### src/rtl/dsadd_pkg.sv
package dsadd_pkg;
  typedef struct packed {
    logic useInit;   // take the external initial carry this cycle
    logic carryWe;   // capture carry out at the next edge
  } dsaddStrobes_t;
endpackage

### src/rtl/dsadd_ripple.sv
module dsadd_ripple #(
  parameter int WIDTH = 4
) (
  input  logic [WIDTH-1:0] aIn,
  input  logic [WIDTH-1:0] bIn,
  input  logic             cIn,
  output logic [WIDTH-1:0] sOut,
  output logic             cOut
);
  logic [WIDTH:0] chain;
  assign chain[0] = cIn;

  for (genvar i = 0; i < WIDTH; i++) begin : g_fa
    logic p;
    assign p          = aIn[i] ^ bIn[i];
    assign sOut[i]    = p ^ chain[i];
    assign chain[i+1] = (aIn[i] & bIn[i]) | (p & chain[i]);
  end

  assign cOut = chain[WIDTH];
endmodule

### src/rtl/dsadd_ctrl.sv
module dsadd_ctrl
  import dsadd_pkg::*;
(
  input  logic          start,
  input  logic          validIn,
  output dsaddStrobes_t strobes,
  output logic          validOut
);
  always_comb begin
    strobes.useInit = start;
    strobes.carryWe = validIn;
  end
  assign validOut = validIn;
endmodule

### src/rtl/dsadd_datapath.sv
module dsadd_datapath
  import dsadd_pkg::*;
#(
  parameter int DIGIT_W = 4
) (
  input  logic               clk,
  input  logic               rst,
  input  dsaddStrobes_t      strobes,
  input  logic               carryInit,
  input  logic [DIGIT_W-1:0] xDigit,
  input  logic [DIGIT_W-1:0] yDigit,
  output logic [DIGIT_W-1:0] sumDigit,
  output logic               carryOut
);
  localparam int SW = DIGIT_W + 1;

  logic carryReg;
  logic carryIn;

  assign carryIn = strobes.useInit ? carryInit : carryReg;

  dsadd_ripple #(.WIDTH(DIGIT_W)) u_ripple (
    .aIn (xDigit),
    .bIn (yDigit),
    .cIn (carryIn),
    .sOut(sumDigit),
    .cOut(carryOut)
  );

  always_ff @(posedge clk) begin
    if (rst)                  carryReg <= 1'b0;
    else if (strobes.carryWe) carryReg <= carryOut;
  end

  assert_digit_sum_R1: assert property (@(posedge clk) disable iff (rst)
    !strobes.useInit |->
      (({1'b0, xDigit} + {1'b0, yDigit} + SW'(carryReg)) == {carryOut, sumDigit}));

  assert_carry_capture_R2: assert property (@(posedge clk) disable iff (rst)
    strobes.carryWe |=> (carryReg == $past(carryOut)));

  assert_carry_hold_R3: assert property (@(posedge clk) disable iff (rst)
    !strobes.carryWe |=> $stable(carryReg));

  assert_init_select_R4: assert property (@(posedge clk) disable iff (rst)
    strobes.useInit |->
      (({1'b0, xDigit} + {1'b0, yDigit} + SW'(carryInit)) == {carryOut, sumDigit}));
endmodule

### src/rtl/digit_serial_add.sv
module digit_serial_add
  import dsadd_pkg::*;
#(
  parameter int DIGIT_W = 4
) (
  input  logic               clk,
  input  logic               rst,
  input  logic               validIn,
  input  logic               start,
  input  logic               carryInit,
  input  logic [DIGIT_W-1:0] xDigit,
  input  logic [DIGIT_W-1:0] yDigit,
  output logic [DIGIT_W-1:0] sumDigit,
  output logic               carryOut,
  output logic               validOut
);
  dsaddStrobes_t strobes;

  dsadd_ctrl u_ctrl (
    .start   (start),
    .validIn (validIn),
    .strobes (strobes),
    .validOut(validOut)
  );

  dsadd_datapath #(.DIGIT_W(DIGIT_W)) u_dp (
    .clk      (clk),
    .rst      (rst),
    .strobes  (strobes),
    .carryInit(carryInit),
    .xDigit   (xDigit),
    .yDigit   (yDigit),
    .sumDigit (sumDigit),
    .carryOut (carryOut)
  );
endmodule

### config.mk
export PLATFORM = sky130hd
export DESIGN_NAME = digit_serial_add
export DESIGN_NICKNAME = d
export VERILOG_FILES = /design/src/rtl/dsadd_pkg.sv /design/src/rtl/dsadd_ripple.sv /design/src/rtl/dsadd_ctrl.sv /design/src/rtl/dsadd_datapath.sv /design/src/rtl/digit_serial_add.sv
export SDC_FILE = /design/constraint.sdc
export NUM_CORES = 1
export LEC_CHECK = 0
export ABC_CLOCK_PERIOD_IN_PS = 2500
export CORE_AREA = 2 2 39 41
export CTS_BUF_LIST = sky130_fd_sc_hd__clkbuf_8
export CTS_CLUSTER_SIZE = 12
export DETAILED_ROUTE_END_ITERATION = 8
export DIE_AREA = 0 0 41 43
export DONT_BUFFER_PORTS = 1
export PLACE_DENSITY = 0.3
export SLEW_MARGIN = 20
export SYNTH_ARGS = -nofsm -noshare
export SYNTH_HDL_FRONTEND = slang
export SYNTH_SLANG_ARGS = --single-unit
### constraint.sdc
create_clock -name clk -period 2.5 [get_ports clk]
set_clock_uncertainty 0.2 [all_clocks]
set_input_delay 0 -clock clk [delete_from_list [all_inputs] [get_ports clk]]
set_output_delay 0 -clock clk [all_outputs]
set_load 0.005 [all_outputs]
After elaboration in Yosys (flattened, before gate mapping). Index checks and enable logic that the tools add are counted. W data, S select, Z words.

Multiplexer cells: 1. Bitwise gates (word level): 20.

Operators by type and width (number): $and A1 B1 Y1 (8); $xor A1 B1 Y1 (8); $or A1 B1 Y1 (4); $mux W1 (1).

Flip-flop bits (word level): 1. Output and inout port bits: 6. Word-level logic and storage cells: 22.

Depth between registers and ports, before layout.
Word-level depth: 9. Gate-level depth with buffers: 8. Depth with buffers taken out: 8.

Cells and area by module. Synthesis repeated with hierarchy kept, for this count alone.

Cells, all modules: 21. Area total of the unflattened synthesis: 188.9 µm².

By module, submodules not included: dsadd_ripple (instances 1, cells each 14, area an instance 117.6 µm²); dsadd_datapath (instances 1, cells each 4, area an instance 48.8 µm²); dsadd_ctrl (instances 1, cells each 3, area an instance 22.5 µm²).

Least setup slack after synthesis. OpenSTA, ideal clock, no wires.

Path type: reg2out. Start: register u_dp.carryReg. End: output port sumDigit[3]. Arrival time: 1901 ps. Slack: 399 ps. Cell stages (with the launch flop): 9. Buffers on the path: 0. Cell sequence: dfxtp_1 > mux2i_1 > fa_1 > inv_1 > fa_1 > fa_1 > inv_1 > fa_1 > inv_1.

Cells in the longest elaborated chain, start to end: 8.

Ends and longest elaborated chain: from (decl) (line dsadd_datapath.sv:17) `logic carryReg;`; from (signal assigned) (line dsadd_datapath.sv:32) `else if (strobes.carryWe) carryReg <= carryOut;`; $mux W1 (line dsadd_datapath.sv:20) `assign carryIn = strobes.useInit ? carryInit : carryReg;`; $and A1 B1 Y1 (line dsadd_ripple.sv:17) `assign chain[i+1] = (aIn[i] & bIn[i]) | (p & chain[i]);`; $or A1 B1 Y1 (line dsadd_ripple.sv:17); $and A1 B1 Y1 (line dsadd_ripple.sv:17); $or A1 B1 Y1 (line dsadd_ripple.sv:17); $and A1 B1 Y1 (line dsadd_ripple.sv:17); $or A1 B1 Y1 (line dsadd_ripple.sv:17); $xor A1 B1 Y1 (line dsadd_ripple.sv:16) `assign sOut[i] = p ^ chain[i];`; to (decl) (line digit_serial_add.sv:13) `output logic [DIGIT_W-1:0] sumDigit,`.

Every way passes these cells.

Final worst setup path.
Start: register u_dp.carryReg. End: output port sumDigit[2].

Cells in the longest elaborated chain, start to end: 6.

Ends and longest elaborated chain (line): $mux W1 (dsadd_datapath.sv:20); $and A1 B1 Y1 (dsadd_ripple.sv:17); $or A1 B1 Y1 (dsadd_ripple.sv:17); $and A1 B1 Y1 (dsadd_ripple.sv:17); $or A1 B1 Y1 (dsadd_ripple.sv:17); $xor A1 B1 Y1 (dsadd_ripple.sv:16).

Every way passes these cells.

==> impl_metrics.py <==
metrics = {
    "sta": {
        "setup_viol": 0,
        "max_slew_margin_pct": 89.5,
        "rsz0062_at_grt": "false",
        "tightest_slew_ns": 0.154,
        "max_freq_mhz": 432,
        "holdWs_ns": 0.0578,
        "tns_ns": 0,
        "hold_viol_final": 0,
        "fin_ws_ns": 0.187,
        "finalMaxSlewViolations": 0,
        "post-route-period-util_pct": 92.5,
        "layout_min_cycle_time_ns": 2.31,
    },
    "routing": {
        "wl_per_cell_um": 7.82,
        "firstDrtPassIters": 2,
        "vias": 131,
        "drt_iter0_markers": 1,
        "drc": 0,
        "ant_nets": 0,
        "wl_um": 305,
        "routed_via_density": 3.36,
    },
    "worst_hold_path": {
        "hold_start": "yDigit[3]",
        "hp-class": "primary input to output pin",
        "hold_depth": 3,
        "whs_endpoint": "sumDigit[3]",
    },
    "setup_path": {
        "critPathLaunchType": "flop",
        "worst_setup_path_end_kind": "output pin",
        "path_class": "flop to output pin",
        "worstPathArrival_ns": 2.11,
        "rr_startpoint": "u_dp.carryReg",
        "ff2ff_path_depth": 8,
        "cp-startpoint": "u_dp.carryReg",
        "critPathMaxFanout": 2,
        "critPathRequiredTime_ns": 2.30,
        "r2r-end": "u_dp.carryReg",
        "reg2reg_slack_ns": 0.38,
    },
    "synthesis": {
        "synth_nets": 35,
        "synthFlopType": "dfxtp_1",
        "synthDistinctLibCells": 7,
        "yosysTopAreaCell": "fa_1",
        "syn_inst": 18,
        "synth.area.top_cells": "fa_1 48%, inv_1 20%, dfxtp_1 12%, a211oi_2 7.5%, mux2i_1 6.0%",
        "synth_most_common_cell": "inv_1",
        "syn-cell-area_um2": 168,
        "synth_commonest_cells": "9 x inv_1, 4 x fa_1",
        "synth_seq_cells": 1,
        "synth-edff-count": 0,
        "avgSynthCellArea_um2": 9.31,
        "synth-async-reset-ratio_pct": 0,
        "yosysWarnings": 0,
        "seq_area_frac_synth_pct": 11.9,
        "netlist.area_leader.share_pct": 47.8,
    },
    "layout": {
        "largest_reg_flops": 1,
        "drive_gt1_share_pct": 4.35,
        "top_register": "u_dp.carryReg",
        "fin_util_pct": 17.4,
        "antenna_cells": 0,
        "final_cells": 39,
        "syn2layout_area_growth_pct": 43.3,
        "final_area_um2": 240,
        "nets": 42,
        "reg.largest.list": "u_dp.carryReg: 1 flops",
    },
    "power_and_ir_drop": {
        "pwr-share-clk_pct": 0,
        "p_sw_mw": 0.0201,
        "cellPowerDensity_mw_per_mm2": 253,
        "ir_drop_uv": 93.0,
        "power_mw": 0.0608,
        "power_frac_comb_pct": 69.9,
        "p_leak_nw": 0.121,
        "seq_power_share_pct": 30.1,
        "swShare_pct": 33.0,
        "p_int_mw": 0.0407,
    },
    "grt": {
        "antenna_found_initial": 0,
        "grt_pass1_vias": 130,
        "grt_usage_pct": 3.21,
        "grt-ovfl-total": 0,
        "grt_start_max_net_pins": 4,
        "grt_pass1_wl_um": 414,
    },
    "clock_network": {
        "clock_latency_ns": 0,
        "path_clk_slew_ns": 0,
        "cts_setup_buffers": 0,
    },
    "placement": {
        "gp_congestion": 0.534,
        "post-place-ws_ns": 0.263,
        "io_buffer_count": 0,
        "dpl_cell_area_um2": 180,
        "place_inst": 33,
    },
    "die": {
        "io_pins": 19,
        "coreArea_mm2": 0.00138,
        "rows": 14,
        "die_w_um": 41,
        "start_util_pct": 12.1,
        "die_h_um": 43,
        "dieArea_mm2": 0.00176,
    },
    "job": {
        "maxCapViolations": 0,
    },
    "status": {
        "status": "finished clean",
    },
}
-- layout by cell type, fill, tap and decap left out --
cell type,netlist,final
nor2_1,1,1
fa_1,4,4
dlygate4sd3_1,0,6
dfxtp_1,1,1
a211oi_2,1,1
mux2i_1,1,1
inv_1,9,9
-- worst max path at each step --
stage	end	slack, ns	cells after the start
after CTS	sumDigit[2]	0.18	6
after global routing	sumDigit[2]	0.06	6
after global placement	sumDigit[3]	0.29	8
after floorplan	sumDigit[3]	0.40	8
after detailed placement	sumDigit[3]	0.26	8
final	sumDigit[2]	0.19	6
-- per-layer routing --
| metal | track usage, % | up-vias | routed length (um) |
|---|---|---|---|
| li1 | - | 57 | - |
| met1 | 3.22 | 55 | 121 |
| met4 | 0 | 0 | 0 |
| met2 | 6.88 | 19 | 129 |
| met3 | 0 | 0 | 54 |
| met5 | 0 | - | 0 |
-- critical path, stage by stage (launching register included) --
cell,delay (ns)
dfxtp_1,0.29
mux2i_1,0.15
fa_1,0.19
inv_1,0.05
fa_1,0.37
fa_1,0.49
dlygate4sd3_1,0.56
-- final cells by class --
class | count | area [um^2]
Sequential cell | 1 | 20.0
Multi-Input combinational cell | 7 | 106
Inverter | 9 | 33.8
Tap cell | 16 | 20.0
Fill cell | 148 | 1140
Timing Repair Buffer | 6 | 60.1
-- power groups by stage --
stage	clock [mW]	combinational (mW)	sequential [mW]
floorplan	0	0.0248	0.0180
global placement	0	0.0284	0.0184
detailed placement	0	0.0288	0.0185
CTS	0	0.0429	0.0185
global route	0	0.0517	0.0186
finish	0	0.0425	0.0183
-- repair_timing --
action | in CTS | in global routing
hold endpoints to repair | 4 | 0
hold buffers | 6 | 0
gates resized for setup | 0 | 0
-- kinds of logic (layout without fill, tap and decap cells) --
family | after synthesis | in the layout | share of synthesized area [%]
buffers and inverters | 10 | 15 | 24.6
adder cells (fa/ha/maj) | 4 | 4 | 47.8
AO/OA/AOI/OAI | 1 | 1 | 7.46
multiplexers | 1 | 1 | 5.97
flip-flops | 1 | 1 | 11.9
AND/OR/NAND/NOR | 1 | 1 | 2.24
Note: power is estimated with default switching activity, not from simulation.
